**src/rtl/fantach_pkg.sv**
```systemverilog
package fantach_pkg;

    localparam int NUM_CH  = 2;
    localparam int CNT_W   = 16;
    localparam int PEND_W  = 3 * NUM_CH;
    localparam logic [CNT_W-1:0] CNT_TOP = {CNT_W{1'b1}};

    // halfword register indices (byte address / 2)
    localparam logic [3:0] IDX_CNT_A  = 4'd0;
    localparam logic [3:0] IDX_CAP_A  = 4'd1;
    localparam logic [3:0] IDX_CAP_B  = 4'd2;
    localparam logic [3:0] IDX_CNT_B  = 4'd3;
    localparam logic [3:0] IDX_PRESC  = 4'd4;
    localparam logic [3:0] IDX_CLKCTL = 4'd5;
    localparam logic [3:0] IDX_MODE   = 4'd6;
    localparam logic [3:0] IDX_PEND   = 4'd7;
    localparam logic [3:0] IDX_CLR    = 4'd8;
    localparam logic [3:0] IDX_IEN    = 4'd9;
    localparam logic [3:0] IDX_CMP_A  = 4'd10;
    localparam logic [3:0] IDX_CMP_B  = 4'd11;
    localparam logic [3:0] IDX_CMPCFG = 4'd12;
    localparam logic [3:0] IDX_SEL_A  = 4'd13;
    localparam logic [3:0] IDX_SEL_B  = 4'd14;

    localparam int MODE_RUN_BIT = 2;
    localparam int MODE_CH_BIT0 = 5;

    typedef enum logic [1:0] {
        OUT_NONE,
        OUT_CAPTURE,
        OUT_UNDERFLOW,
        OUT_HIT
    } outcome_e;

    // compare nibble bits 3..1
    typedef struct packed {
        logic immediate;
        logic at_limit;
        logic below_limit;
    } cmp_mode_t;

    function automatic logic is_half_reg(input logic [3:0] idx);
        return idx inside {IDX_CNT_A, IDX_CAP_A, IDX_CAP_B, IDX_CNT_B, IDX_CMP_A, IDX_CMP_B};
    endfunction

    function automatic int clk_bit(input int ch);
        return (ch == 0) ? 0 : 3;
    endfunction

    function automatic logic compare_hit(input cmp_mode_t m,
                                         input logic [CNT_W-1:0] cnt,
                                         input logic [CNT_W-1:0] lim);
        return m.immediate
            || (m.at_limit && (cnt <= lim))
            || (m.below_limit && (lim != '0) && (cnt < lim));
    endfunction

endpackage

```
**src/rtl/fantach_prescaler.sv**
```systemverilog
module fantach_prescaler #(
    parameter int DIV_W = 8
) (
    input  logic             clk,
    input  logic             rst,
    input  logic [DIV_W-1:0] div,
    output logic             tick
);
    logic [DIV_W-1:0] phase_q;
    logic             wrap;

    assign wrap = (phase_q >= div);
    assign tick = wrap;

    always_ff @(posedge clk) begin
        if (rst)       phase_q <= '0;
        else if (wrap) phase_q <= '0;
        else           phase_q <= phase_q + 1'b1;
    end

    // with a nonzero divider, ticks never fall on back-to-back clocks
    p_tick_gap_r3: assert property (@(posedge clk) disable iff (rst)
        (tick && div != '0 && $stable(div)) |=> (!tick || div == '0));

endmodule

```
**src/rtl/fantach_edge_sync.sv**
```systemverilog
module fantach_edge_sync #(
    parameter int WIDTH = 4
) (
    input  logic             clk,
    input  logic             rst,
    input  logic [WIDTH-1:0] pin,
    output logic [WIDTH-1:0] rise
);
    logic [WIDTH-1:0] meta_q, sync_q, prev_q;

    always_ff @(posedge clk) begin
        if (rst) begin
            meta_q <= '0;
            sync_q <= '0;
            prev_q <= '0;
        end else begin
            meta_q <= pin;
            sync_q <= meta_q;
            prev_q <= sync_q;
        end
    end

    assign rise = sync_q & ~prev_q;

endmodule

```
**src/rtl/fantach_channel.sv**
```systemverilog
module fantach_channel
    import fantach_pkg::*;
#(
    parameter int W = CNT_W
) (
    input  logic         clk,
    input  logic         rst,
    input  logic         tick,
    input  logic         active,
    input  logic         edge_pulse,
    input  cmp_mode_t    mode,
    input  logic [W-1:0] lim,
    input  logic         load,
    input  logic [W-1:0] load_val,
    output logic [W-1:0] cnt,
    output logic [W-1:0] cap,
    output outcome_e     outcome
);
    localparam logic [W-1:0] TOP = {W{1'b1}};

    logic [W-1:0] cnt_q, cap_q;
    logic         reload_q;

    always_comb begin
        outcome = OUT_NONE;
        if (active && !reload_q) begin
            if (compare_hit(mode, CNT_W'(cnt_q), CNT_W'(lim))) outcome = OUT_HIT;
            else if (edge_pulse)                               outcome = OUT_CAPTURE;
            else if (tick && cnt_q == '0)                      outcome = OUT_UNDERFLOW;
        end
    end

    always_ff @(posedge clk) begin
        if (rst)                       reload_q <= 1'b0;
        else if (load)                 reload_q <= 1'b0;
        else if (outcome != OUT_NONE)  reload_q <= 1'b1;
        else if (tick)                 reload_q <= 1'b0;
    end

    // counter and capture survive reset on purpose
    always_ff @(posedge clk) begin
        if (load)
            cnt_q <= load_val;
        else if (tick && outcome == OUT_NONE)
            cnt_q <= reload_q ? TOP : cnt_q - 1'b1;
        if (outcome == OUT_CAPTURE)
            cap_q <= cnt_q;
    end

    assign cnt = cnt_q;
    assign cap = cap_q;

    // a pending reload lands all-ones on the next tick
    p_reload_top_r6: assert property (@(posedge clk) disable iff (rst)
        (reload_q && tick && !load) |=> (cnt_q == TOP));
    // the tick that ends a measurement does not move the count
    p_hold_on_end_r6: assert property (@(posedge clk) disable iff (rst)
        (outcome != OUT_NONE && !load) |=> $stable(cnt_q));
    // no tick and no load keeps the count
    p_frozen_r3: assert property (@(posedge clk) disable iff (rst)
        (!tick && !load) |=> $stable(cnt_q));
    // capture register holds the count seen at the edge
    p_capture_val_r4: assert property (@(posedge clk) disable iff (rst)
        (outcome == OUT_CAPTURE) |=> (cap_q == $past(cnt_q)));

endmodule

```
**src/rtl/fantach_timer.sv**
```systemverilog
module fantach_timer
    import fantach_pkg::*;
#(
    parameter int PRESC_W = 8
) (
    input  logic        clk,
    input  logic        rst,
    input  logic [4:0]  bus_addr,
    input  logic        bus_wr,
    input  logic        bus_half,
    input  logic [15:0] bus_wdata,
    output logic [15:0] bus_rdata,
    input  logic [3:0]  tach_in,
    output logic        irq
);
    localparam int NUM_PINS = 2 * NUM_CH;

    logic [3:0]          idx;
    logic                addr_ok, size_ok, wr_ok;
    logic [PRESC_W-1:0]  presc_q;
    logic [NUM_CH-1:0]   clk_en_q, ch_en_q, sel_q;
    logic                run_q;
    logic [PEND_W-1:0]   pend_q, ien_q, set_v, clr_v;
    logic [CNT_W-1:0]    cmp_q [NUM_CH];
    logic [7:0]          cmpcfg_q;
    logic                tick_all;
    logic [NUM_PINS-1:0] tach_rise;
    logic [CNT_W-1:0]    cnt_w [NUM_CH];
    logic [CNT_W-1:0]    cap_w [NUM_CH];
    outcome_e            outc_w [NUM_CH];
    logic [15:0]         rd_val;

    assign idx     = bus_addr[4:1];
    assign addr_ok = !bus_addr[0] && (idx <= IDX_SEL_B);
    assign size_ok = addr_ok && (bus_half == is_half_reg(idx));
    assign wr_ok   = bus_wr && size_ok;

    fantach_prescaler #(.DIV_W(PRESC_W)) i_presc (
        .clk(clk), .rst(rst), .div(presc_q), .tick(tick_all)
    );

    fantach_edge_sync #(.WIDTH(NUM_PINS)) i_sync (
        .clk(clk), .rst(rst), .pin(tach_in), .rise(tach_rise)
    );

    for (genvar c = 0; c < NUM_CH; c++) begin : g_ch
        logic      edge_sel, ch_tick, ch_load, ch_active;
        cmp_mode_t ch_mode;

        assign edge_sel  = sel_q[c] ? tach_rise[c + NUM_CH] : tach_rise[c];
        assign ch_tick   = tick_all && clk_en_q[c];
        assign ch_active = run_q && ch_en_q[c] && clk_en_q[c];
        assign ch_load   = wr_ok && (idx == ((c == 0) ? IDX_CNT_A : IDX_CNT_B));
        assign ch_mode   = cmp_mode_t'(cmpcfg_q[4*c+1 +: 3]);

        fantach_channel #(.W(CNT_W)) i_ch (
            .clk(clk), .rst(rst), .tick(ch_tick), .active(ch_active),
            .edge_pulse(edge_sel), .mode(ch_mode), .lim(cmp_q[c]),
            .load(ch_load), .load_val(bus_wdata),
            .cnt(cnt_w[c]), .cap(cap_w[c]), .outcome(outc_w[c])
        );
    end

    always_comb begin
        set_v = '0;
        for (int c = 0; c < NUM_CH; c++) begin
            set_v[c]            = (outc_w[c] == OUT_CAPTURE);
            set_v[NUM_CH + c]   = (outc_w[c] == OUT_UNDERFLOW);
            set_v[2*NUM_CH + c] = (outc_w[c] == OUT_HIT);
        end
    end

    assign clr_v = (wr_ok && idx == IDX_CLR) ? bus_wdata[PEND_W-1:0] : '0;

    always_ff @(posedge clk) begin
        if (rst) begin
            presc_q  <= '0;
            clk_en_q <= '0;
            run_q    <= 1'b0;
            ch_en_q  <= '0;
            pend_q   <= '0;
            ien_q    <= '0;
            cmpcfg_q <= '0;
            sel_q    <= '0;
            for (int c = 0; c < NUM_CH; c++) cmp_q[c] <= '0;
        end else begin
            pend_q <= (pend_q & ~clr_v) | set_v;
            if (wr_ok) begin
                case (idx)
                    IDX_PRESC:  presc_q <= bus_wdata[PRESC_W-1:0];
                    IDX_CLKCTL: for (int c = 0; c < NUM_CH; c++) clk_en_q[c] <= bus_wdata[clk_bit(c)];
                    IDX_MODE: begin
                        run_q <= bus_wdata[MODE_RUN_BIT];
                        for (int c = 0; c < NUM_CH; c++) ch_en_q[c] <= bus_wdata[MODE_CH_BIT0 + c];
                    end
                    IDX_IEN:    ien_q    <= bus_wdata[PEND_W-1:0];
                    IDX_CMP_A:  cmp_q[0] <= bus_wdata;
                    IDX_CMP_B:  cmp_q[1] <= bus_wdata;
                    IDX_CMPCFG: cmpcfg_q <= bus_wdata[7:0];
                    IDX_SEL_A:  sel_q[0] <= bus_wdata[0];
                    IDX_SEL_B:  sel_q[1] <= bus_wdata[0];
                    default: ;
                endcase
            end
        end
    end

    always_comb begin
        rd_val = '0;
        case (idx)
            IDX_CNT_A:  rd_val = cnt_w[0];
            IDX_CAP_A:  rd_val = cap_w[0];
            IDX_CAP_B:  rd_val = cap_w[1];
            IDX_CNT_B:  rd_val = cnt_w[1];
            IDX_PRESC:  rd_val[PRESC_W-1:0] = presc_q;
            IDX_CLKCTL: for (int c = 0; c < NUM_CH; c++) rd_val[clk_bit(c)] = clk_en_q[c];
            IDX_MODE: begin
                rd_val[MODE_RUN_BIT] = run_q;
                for (int c = 0; c < NUM_CH; c++) rd_val[MODE_CH_BIT0 + c] = ch_en_q[c];
            end
            IDX_PEND:   rd_val[PEND_W-1:0] = pend_q;
            IDX_IEN:    rd_val[PEND_W-1:0] = ien_q;
            IDX_CMP_A:  rd_val = cmp_q[0];
            IDX_CMP_B:  rd_val = cmp_q[1];
            IDX_CMPCFG: rd_val[7:0] = cmpcfg_q;
            IDX_SEL_A:  rd_val[0] = sel_q[0];
            IDX_SEL_B:  rd_val[0] = sel_q[1];
            default:    rd_val = '0;
        endcase
        bus_rdata = size_ok ? rd_val : 16'h0000;
    end

    assign irq = |(pend_q & ien_q);

    // with the run mode off no pending bit rises
    p_quiet_r5: assert property (@(posedge clk) disable iff (rst)
        !run_q |=> ((pend_q & ~$past(pend_q)) == '0));
    // bits written as 1 to the clear register drop when nothing new sets them
    p_clear_r12: assert property (@(posedge clk) disable iff (rst)
        (wr_ok && idx == IDX_CLR && set_v == '0) |=> ((pend_q & $past(bus_wdata[PEND_W-1:0])) == '0));
    // no pending bit means no interrupt
    p_irq_idle_r11: assert property (@(posedge clk) disable iff (rst)
        (pend_q == '0) |-> !irq);
    // the cycle after reset the interrupt is low
    p_reset_irq_r1: assert property (@(posedge clk)
        rst |=> !irq);

endmodule

```
**config.mk**
```make
export PLATFORM = sky130hd
export DESIGN_NAME = fantach_timer
export DESIGN_NICKNAME = d
export VERILOG_FILES = /design/src/rtl/fantach_pkg.sv /design/src/rtl/fantach_prescaler.sv /design/src/rtl/fantach_edge_sync.sv /design/src/rtl/fantach_channel.sv /design/src/rtl/fantach_timer.sv
export SDC_FILE = /design/constraint.sdc
export NUM_CORES = 1
export LEC_CHECK = 0
export ABC_AREA = 1
export ABC_CLOCK_PERIOD_IN_PS = 2900
export BUFFER_PORTS_ARGS = -buffer_cell sky130_fd_sc_hd__buf_2
export CORE_MARGIN = 2
export CORE_UTILIZATION = 34
export DETAILED_ROUTE_END_ITERATION = 6
export GPL_ROUTABILITY_DRIVEN = 0
export PLACE_DENSITY = 0.47
export SLEW_MARGIN = 25
export SYNTH_ARGS = -nofsm -noshare
export SYNTH_HDL_FRONTEND = slang
export SYNTH_SLANG_ARGS = --single-unit
```
**constraint.sdc**
```tcl
create_clock -name clk -period 2.9 [get_ports clk]
set_input_delay 0.145 -clock clk [delete_from_list [all_inputs] [get_ports clk]]
set_output_delay 0.145 -clock clk [all_outputs]
set_load 0.05 [all_outputs]
```
# Yosys cells after proc, flatten, opt, wreduce, memory -nomap -nowiden
# Memories as Yosys holds them, arrays and structs flattened.
# Cells that the tools add are included.
[totals]
reg_bits = 121
ramBits = 32
input_bits = 29
out_inout_bits = 17
wordCells = 157
n_memories = 1
[classes]
add_sub_neg = 3
order_cmp = 6
eq_ne = 21
mux = 43
bitwise_logic = 8
reduce_logical = 56
[mem_list]
columns = ["memory", "words", "width", "rd", "rd_clocked_by_memory_dff", "write_ports", "line", "text"]
rows = [
  ["cmp_q", 2, 16, 2, 0, 2, "fantach_timer.sv:24", "logic [CNT_W-1:0] cmp_q [NUM_CH];"],
]
[op_table]
columns = ["cell", "n"]
rows = [
  ["16-bit 2-to-1 mux", 9],
  ["8-bit one-hot mux with 6 select lines", 1],
  ["1-bit one-hot mux with 11 select lines", 3],
  ["16-bit less-or-equal comparator", 2],
  ["16-bit logical NOT", 2],
  ["16-bit less-than comparator", 2],
  ["16-bit nonzero test", 2],
  ["16-bit by 1-bit subtractor with 16-bit output, second input constant", 2],
  ["4-bit equality test, second input constant", 7],
  ["1-bit logical AND", 24],
  ["1-bit one-hot mux with 10 select lines", 2],
  ["4-bit by 3-bit equality test with 1-bit output, second input constant", 4],
  ["1-bit 2-to-1 mux", 16],
  ["2-bit 2-to-1 mux", 8],
  ["2-bit AND reduction", 7],
  ["1-bit one-hot mux with 13 select lines", 1],
  ["6-bit AND", 2],
  ["2-bit nonzero test", 6],
  ["1-bit one-hot mux with 9 select lines", 1],
  ["8-bit by 1-bit adder with 8-bit output, second input constant", 1],
  ["2-bit equality test, second input constant", 4],
  ["4-bit by 2-bit equality test with 1-bit output, second input constant", 2],
  ["8-bit >= comparator", 1],
  ["1-bit one-hot mux with 8 select lines", 1],
  ["17 further kinds", 27],
]

# Logic depth before layout (Yosys ltp)
# Gate-level depths: netlist of run 1.
[logic_depth]
word_depth = 11
ltp_mapped = 16
ltp_nobuf = 16

# Modules after synthesis
# Synthesis of run 1 repeated with hierarchy kept, for this count alone.
[hier_totals]
cells_unflattened = 1108
hier_area_um2 = 8805.9
[by_module_without_submodules]
columns = ["module", "instances", "cells_each", "area_per_inst_um2", "seq_area_each_um2"]
rows = [
  ["fantach_timer", 1, 521, 3658.5, 1661.6],
  ["fantach_channel (g_ch[0].i_ch)", 1, 233, 2112.0, 980.9],
  ["fantach_channel (g_ch[1].i_ch)", 1, 238, 2112.0, 980.9],
  ["fantach_prescaler", 1, 75, 566.8, 160.2],
  ["fantach_edge_sync", 1, 41, 356.6, 240.2],
]

# Least setup slack after synthesis of run 1
# No wires, ideal clock.
[synth_path]
kind = "register to register"
start = "register g_ch[1].i_ch.cnt_q[7]"
end = "register g_ch[1].i_ch.cnt_q[0] (enable)"
setup_time_ns = 0.411
arrival_time_ns = 2.619
required_ns = 2.489
setup_slack_ns = -0.130
path_stages_with_launch = 12
path_buffers = 0
period_less_slack_ns = 3.030
cell_sequence = "edfxtp_1 > ha_1 > nand2_1 > nor2_1 > nand2_1 > nand2_1 > nand2_1 > nand3_1 > nand3_1 > nand2_1 > nand2_1 > o21ai_0"
[synth_between]
elab_chain_len = 9
word_cells_on_any_way = 15
classes_between = "order compare (2); mux (4); reduce/logical (9)"
[synth_rtl]
columns = ["item", "line", "text"]
rows = [
  ["from (decl)", "fantach_channel.sv:21", "logic [W-1:0] cnt_q, cap_q;"],
  ["from (signal assigned)", "fantach_channel.sv:43", "cnt_q <= load_val;"],
  ["from (signal assigned)", "fantach_channel.sv:45", "cnt_q <= reload_q ? TOP : cnt_q - 1'b1;"],
  ["16-bit less-or-equal comparator or 16-bit logical NOT (tied branches)", "fantach_pkg.sv:54, fantach_channel.sv:29", ""],
  ["1-bit logical AND (on tied branches)", "fantach_pkg.sv:54, fantach_channel.sv:29", ""],
  ["1-bit logical OR or 2-bit 2-to-1 mux (tied branches)", "fantach_pkg.sv:54, fantach_channel.sv:29", ""],
  ["1-bit logical OR or 2-bit 2-to-1 mux (tied branches)", "fantach_pkg.sv:55, fantach_channel.sv:28", ""],
  ["2-bit 2-to-1 mux *", "fantach_channel.sv:27", "if (compare_hit(mode, CNT_W'(cnt_q), CNT_W'(lim))) outcome = OUT_HIT;"],
  ["2-bit 2-to-1 mux *", "fantach_channel.sv:26", "if (active && !reload_q) begin"],
  ["2-bit logical NOT *", "fantach_channel.sv:44", "else if (tick && outcome == OUT_NONE)"],
  ["1-bit logical AND *", "fantach_channel.sv:44", ""],
  ["2-bit nonzero test (no line) *", "--", ""],
]
# Every way passes the cells marked *; elsewhere a longest branch is shown, timed or not.
# A chain may end at the register's enable or synchronous reset.

# Worst setup path in the final report of run 1
[layout_path]
start = "register g_ch[1].i_ch.cnt_q[7]"
end = "register g_ch[1].i_ch.cnt_q[15] (enable)"
# Same word-level chain as after synthesis.

==> results.md, run 1 <==
* TritonRoute pass-1 iters at 5
* Period utilization at a little under nine tenths
* Vias at roughly 7200
* Max rail drop VDD at between 300 and 400 uV
* Worst slew margin at ~54%
* Post-CTS resize count at 0
* Wire length on met3 at ~1600 um
* Synth Net Count at around 1100
* Tightest Pin Transition at between 600 and 700 ps
* P_int at roughly 3600 uW
* H-Tree Depth at 4
* Switching share of power at approximately 25%
* Post-Place Cells at around 1400
* Overall power at slightly below 5000 uW
* Final std cells w/o fill at roughly 1400
* Hpwl dp at approximately 21000 um
* Post-synth EDFFs at 96
* Combinational cell fraction of total power at 7.4%
* Synth Register Bits at roughly 150
* Fin crit period at around 2500 ps
* Antenna cell count at 0
* Cell variety after synth at 49
* Total leakage power at about 0.004 uW
* Antenna viol nets, final at 0
* Status: finished, final reports clean
* CP Capture Type: register
* Die Area at roughly 26000 sq um
* Post-route core utilization at about two fifths
* Worst Skew at around 16 ps
* CP bufs+invs at 1
* Setup TNS at 0 ps
* Critical Path, Cell by Cell: ha_1, nand2_1, nor2_1, nand2_1, nand2_1, nand2_1, nand3_1, nand3_1, nand2_1, nand2_1, o21ai_1, buf_4
* Post-CTS setup buffers at 0
* Met2 WL post-DR at approximately 12000 um
* Pwr/cell area at approximately 500 nW/um^2
* Core area at 24390 sq um
* Highest routed layer: met4
* Net count reported at finish at 1161
* Hold buffers post-CTS at 4
* Synth warn at 0
* Vias/cell at about 5.0
* CP max FO at 16
* Final Hold Viols at 0
* IO Count at between 40 and 50
* Sequential element share of the synthesized area at a little under half
* Final Max Tran Viols at 0
* Remaining DRCs at 0
* Starting density of the core at a little over a third
* PortBufs at 45
* Ys flop type: edfxtp_1
* Pin count of the biggest net entering global routing at 35
* CP arrival at 2600 ps
* CP delay by family, top: simple AND/OR/NAND/NOR gates
* Clk pwr share at between 40% and 50%
* Final setup vio count at 0
* Net Switching at roughly 1200 uW
* Worst path most repeated cell: nand2_1
* Cells after Synth at between 1000 and 1500
* Sink Count at around 150
* CTS tree: done
* Syn-to-layout area delta at 14.69%
* Die height at 162.0 um
* Avg Inst Size Synth at 8.274 sq um
* Skew-Pair Late Insertion Delay at approximately 430 ps
* Clock Root Buffer: clkbuf_16
* Placement Rows at 57
* DRT iter0 DRCs at 571
* WL met1 at 12980 um
* Global-route wire length before repair at 40500 um
* Reg clk slew, reported paths at 60 ps
* Chip Width at roughly 160 um
* Vias in the first global route at ~6700
* Worst path required time at roughly 3000 ps
* Post-Syn Area at between 8000 and 9000 sq um
* Cts bufs inserted at 17
* Max clock buf depth at 2
* Max-Cap Viols at 0
* Sequential share of power at approximately 49%
* Ys async rst share at 0%
* Startpoint types: register
* Layout cells sized above 1 at 11.62%
* CP max stage cell: edfxtp_1
* Total global-route track usage at approximately a fifth
* Routed Wire Length at 26860 um
* Max Freq at ~400 MHz
* Routed length per placed instance at ~19 um
* Total grt overflow at 0
* Hold WC Path Type: in2reg
* Initial antenna violation count at 0
* WS Path Type: reg2reg
* Worst stage delay on the critical path at a little over 500 ps
* RSZ-0062 raised after global routing: false
[routing by layer]
metal  GRT usage, %  vias up
li1               -     3553
met1          30.12     3422
met2          32.09      184
met3          4.111       25
met4          4.867        0
met5              0        -
[registers in the layout, indices dropped and copies added, names as in the netlist]
name                cells
presc_q                 8
cmpcfg_q                8
g_ch.i_ch.cnt          32
pend_q                  6
run_q                   1
g_ch.i_ch.reload_q      2
clk_en_q                2
i_presc.phase_q         8
ien_q                   6
ch_en_q                 2
g_ch.i_ch.cap          32
i_sync.meta_q           4
i_sync.prev_q           4
sel_q                   2
i_sync.sync_q           4
cmp_q                  32
[worst reg2reg max path: stages, from the launching register on]
cell,delay (ps)
edfxtp_1,510
ha_1,360
nand2_1,70
nor2_1,150
nand2_1,70
nand2_1,60
nand2_1,50
nand3_1,150
nand3_1,170
nand2_1,110
nand2_1,60
o21ai_1,120
buf_4,280
[worst paths after layout]
| path | from | end | slack [ps] | cells past startpoint |
|---|---|---|---|---|
| worst max-delay path | g_ch[1].i_ch.cnt[7] | g_ch[1].i_ch.cnt[15] | 400 | 12 |
| worst max register to register | g_ch[1].i_ch.cnt[7] | g_ch[1].i_ch.cnt[15] | 400 | 12 |
| worst min register to register | i_sync.meta_q[0] | i_sync.sync_q[0] | 400 | 2 |
| worst min-delay path | bus_wdata[8] | g_ch[1].i_ch.cnt[8] | 110 | 3 |
[synthesized netlist by cell type (2+ instances only)]
cell,n,area share [%]
nand2_1,170,7.5
inv_1,167,7.4
nor2_1,127,5.6
o21ai_0,98,5.8
edfxtp_1,96,34
a21oi_1,70,4.1
dfxtp_1,57,13
ha_1,43,6.3
nand3_1,40,2.4
o22ai_1,23,1.7
xor2_1,18,1.9
clkbuf_1,15,0.66
nand4_1,8,0.59
a221oi_1,7,0.72
nor3_1,7,0.41
a21oi_2,6,0.62
nor2_2,6,0.44
nand2_4,5,0.66
nor4_1,5,0.37
a211oi_1,4,0.35
a31oi_1,4,0.29
inv_2,4,0.18
a41oi_1,3,0.31
buf_2,3,0.18
buf_4,3,0.27
buf_6,3,0.40
o2111ai_1,3,0.31
o21ai_1,3,0.18
xnor2_1,3,0.31
a2111oi_0,2,0.21
a21o_1,2,0.18
clkbuf_2,2,0.12
nand2_2,2,0.15
nor2_4,2,0.27
[logic make-up after synthesis]
| family | count (synthesis) | share of synthesized area (%) |
|---|---|---|
| compound gates | 233 | 15.70 |
| xor+xnor | 21 | 2.167 |
| fa+ha+maj | 43 | 6.338 |
| buf+inv | 199 | 9.270 |
| flops | 153 | 47.40 |
| simple gates | 377 | 19.13 |
[power by group through the flow]
stage                     sequential, uW  combinational [uW]  clock, uW
final                               2370                 360       2130
after global routing                2370                 401       2250
after CTS                           2370                 361       2170
after detailed placement            2410                 355          0
after global placement              2420                 357          0
after floorplan                     2400                 219          0
[final cells by class]
| type | count | area (sq um) |
|---|---|---|
| inverters | 172 | 645.6 |
| multi-input cells | 674 | 3679 |
| clock buffers | 22 | 486.7 |
| fillers | 2553 | 14650 |
| repair buffers | 71 | 430.4 |
| clock inverters | 10 | 66.31 |
| well taps | 324 | 405.4 |
| flip-flops and latches | 153 | 4024 |
[layout by cell type (no fill, tap or decap), types with 2 or more instances in the layout]
cell / instances
ha_1: 43
a221oi_1: 7
buf_4: 22
nor2_4: 2
inv_1: 167
nor4_1: 5
buf_2: 45
nand3_1: 40
a21oi_1: 70
xor2_1: 18
edfxtp_1: 96
dlygate4sd3_1: 4
a31oi_1: 4
o21ai_0: 94
clkinv_4: 2
clkinv_2: 4
clkbuf_16: 19
o22ai_1: 23
clkbuf_1: 3
nor3_1: 7
a21oi_2: 6
nor2_1: 127
nor2_2: 6
nand4_1: 8
inv_4: 2
o2111ai_1: 3
nand2_4: 5
a211oi_1: 4
a2111oi_0: 2
inv_2: 4
nand2_1: 170
a41oi_1: 3
o21ai_1: 7
xnor2_1: 3
dfxtp_1: 57
a21o_1: 2
nand2_2: 2
[metrics by stage]
| stage | setup WS [ps] | instance area [sq um] | hold WS [ps] |
|---|---|---|---|
| floorplan | 151.6 | 8489 | 252.0 |
| global placement | 431.4 | 9144 | 347.4 |
| detailed placement | 430.2 | 9144 | 353.3 |
| CTS | 408.5 | 9737 | 93.90 |
| global route | 154.9 | 9737 | 113.3 |
| finish | 404.3 | 9737 | 107.6 |
No activity file was read; power rests on OpenSTA's default activity.
==> run 2: changes to the inputs <==
--- a/config.mk
+++ b/config.mk
@@ -8,12 +8,12 @@
 export ABC_AREA = 1
 export ABC_CLOCK_PERIOD_IN_PS = 2900
 export BUFFER_PORTS_ARGS = -buffer_cell sky130_fd_sc_hd__buf_2
-export CORE_MARGIN = 2
+export CORE_MARGIN = 1.5
 export CORE_UTILIZATION = 34
 export DETAILED_ROUTE_END_ITERATION = 6
 export GPL_ROUTABILITY_DRIVEN = 0
 export PLACE_DENSITY = 0.47
-export SLEW_MARGIN = 25
+export SLEW_MARGIN = 20
 export SYNTH_ARGS = -nofsm -noshare
 export SYNTH_HDL_FRONTEND = slang
 export SYNTH_SLANG_ARGS = --single-unit
==> constraint.sdc (replaced) <==
create_clock -name clk -period 2.9 [get_ports clk]
set_input_delay 0 -clock clk [delete_from_list [all_inputs] [get_ports clk]]
set_output_delay 0 -clock clk [all_outputs]
set_load 0.05 [all_outputs]
==> run 2 against run 1 <==
Maximum frequency decreased by 2.8%. Global-route usage increased by 0.70 points. Sequential share of layout area decreased by 0.68 points. First-iteration DRC count increased by 25%. Die area decreased by 1.2%. Clock skew decreased by 6.6 ps. Wire length increased by 0.65%. Non-clock buffer count increased by 16. Critical path depth unchanged. Largest power group unchanged.
==> results.md, run 2 (same netlist as run 1, synthesis figures left out) <==
* Routed length per placed instance at 18.75 um (-0.47%)
* Skew-Pair Late Insertion Delay at 430 ps (about the same)
* Hold WC Path Type: in2reg
* P_int at 3584 uW (-1.5%)
* Sequential share of power at 48.4% (-0.4 points)
* Antenna viol nets, final at 0 (unchanged)
* Combinational cell fraction of total power at 7.7% (+0.3 points)
* Fin crit period at 2567 ps (+71.40 ps)
* Final setup vio count at 0 (unchanged)
* Post-CTS resize count at 0 (unchanged)
* CP bufs+invs at 2 (+1)
* Clk pwr share at 43.9% (about the same)
* Worst path required time at 3080 ps (+70 ps)
* Worst Skew at 9.501 ps (-6.648 ps)
* Routed Wire Length at 27040 um (+0.65%)
* Tightest Pin Transition at 714.9 ps (+27.36 ps)
* Most common cell after layout, fill and taps aside: nand2_1
* Cts bufs inserted at 17 (unchanged)
* Hpwl dp at 20980 um (+0.92%)
* Pwr/cell area at 494.0 nW/um^2 (-0.99%)
* Worst path most repeated cell: nand2_1
* Final Hold Viols at 0 (unchanged)
* Placement Rows at 57 (unchanged)
* Die height at 161.0 um (-0.62%)
* IO Count at 46 (unchanged)
* DRT iter0 DRCs at 715 (+25%)
* CP delay by family, top: simple AND/OR/NAND/NOR gates
* CP Capture Type: register
* Total grt overflow at 0 (unchanged)
* Syn-to-layout area delta at 16.61%
* Critical Path, Cell by Cell: inv_1, ha_1, nand2_1, nor2_1, nand4_1, nor2_1, nand3_1, nand3_1, nand2_1, nand2_1, o21ai_1, buf_4
* Total leakage power at 0.004182 uW (+1.7%)
* CP arrival at 2750 ps (+150 ps)
* Setup TNS at 0 ps (unchanged)
* Final std cells w/o fill at 1442 (+1.1%)
* Chip Width at 161.0 um (-0.62%)
* Net count reported at finish at 1177 (+1.4%)
* Worst stage delay on the critical path at 470 ps (-40 ps)
* Initial antenna violation count at 0 (unchanged)
* CP max FO at 8 (-8)
* TritonRoute pass-1 iters at 5 (unchanged)
* Place WS at 338.1 ps (-92.16 ps)
* Antenna cell count at 0 (unchanged)
* Max Freq at 389.5 MHz (-2.8%)
* CP max stage cell: edfxtp_1
* Starting density of the core at 34.81% (unchanged)
* Vias/cell at 4.958 (-1.6%)
* Layout cells sized above 1 at 11.81% (+0.19 points)
* Vias in the first global route at 6835 (+2.2%)
* Clock Root Buffer: clkbuf_16
* Switching share of power at 26.72% (+1.6 points)
* Max-Cap Viols at 0 (unchanged)
* Total global-route track usage at 21.51% (+0.70 points)
* Max rail drop VDD at 375.2 uV (+20%)
* Sink Count at 153 (unchanged)
* Global-route wire length before repair at 41390 um (+2.2%)
* RSZ-0062 raised after global routing: false
* Startpoint types: register
* Remaining DRCs at 0 (unchanged)
* Pin count of the biggest net entering global routing at 30 (-14%)
* Vias at 7150 (-0.47%)
* Core area at 24390 sq um (unchanged)
* Worst slew margin at 52.17% (-1.6 points)
* Die Area at 25930 sq um (-1.2%)
* Net Switching at 1307 uW (+7.2%)
* Post-CTS setup buffers at 0 (unchanged)
* CTS tree: done
* WS Path Type: reg2reg
* Post-Place Cells at 1391 (+0.072%)
* Reg clk slew, reported paths at 70 ps (about the same)
* Most frequent cells in the layout: 170 x nand2_1, 167 x inv_1, 127 x nor2_1, 96 x edfxtp_1, 94 x o21ai_0
* Final worst setup slack at 332.9 ps (-71.40 ps)
* Period utilization at 88.52% (+2.5 points)
* H-Tree Depth at 4 (unchanged)
* Status: finished, final reports clean
* PortBufs at 45 (unchanged)
* Final Max Tran Viols at 0 (unchanged)
* Max clock buf depth at 2 (unchanged)
[run 2: cell types whose count changed in the layout (fill, tap and decap cells not counted), sizes merged]
cell and delta:
inv +6, clkinv -3, buf +1, clkinvlp +2, dlygate4sd3 +15, clkbuf -5
[run 2: per-stage QoR]
stage	hold WS (ps)	cell area, sq um	util (%)	power, uW
after detailed placement	208.8	9151	37.52	2771
final	13.88	9899	40.59	4890
after global routing	21.37	9899	40.59	5080
after CTS	0.9686	9899	40.59	4928
after floorplan	107.0	8489	-	2617
after global placement	201.8	9151	37.52	2774
[run 2: metal layers]
metal,up-vias,part of all wire [%],GRT usage [%]
met5,-,0,0
met4,0,0.83,4.503
met3,14,4.0,3.364
met2,154,46,33.84
met1,3391,49,31.22
li1,3591,-,-
[run 2: repair_timing]
action,CTS,global route
endpoints found under the hold margin,34,0
endpoints found under the setup margin,0,0
hold buffers,19,0
[run 2: area by class of cell]
cell class | instances | area [sq um]
Fill cell | 2548 | 14490
Clock inverter | 15 | 132.6
Tap cell | 324 | 405.4
Sequential cell | 153 | 4024
Clock buffer | 17 | 425.4
Inverter | 172 | 645.6
Timing Repair Buffer | 87 | 588.1
Multi-Input combinational cell | 674 | 3679
[run 2: path summary, 6_finish.rpt]
kind / from / endpoint / slack [ps] / cells after the start
setup / recovery: g_ch[1].i_ch.cnt[0] / g_ch[1].i_ch.cnt[6] / 330 / 12
hold reg to reg: i_sync.meta_q[2] / i_sync.sync_q[2] / 400 / 2
hold / removal: bus_wdata[11] / g_ch[1].i_ch.cnt[11] / 10 / 3
setup reg to reg: g_ch[1].i_ch.cnt[0] / g_ch[1].i_ch.cnt[6] / 330 / 12
[run 2: worst register-to-register path: stages (launching register included)]
cell and delay [ps]:
edfxtp_1 470, inv_1 160, ha_1 240, nand2_1 130, nor2_1 240, nand4_1 160, nor2_1 250, nand3_1 110
nand3_1 140, nand2_1 90, nand2_1 60, o21ai_1 80, buf_4 210
[run 2: power by group through the flow]
stage	clock [uW]	sequential [uW]	combinational, uW
final	2150	2370	377
after global routing	2290	2370	420
after global placement	0	2410	359
after floorplan	0	2400	219
after detailed placement	0	2410	357
after CTS	2180	2370	378
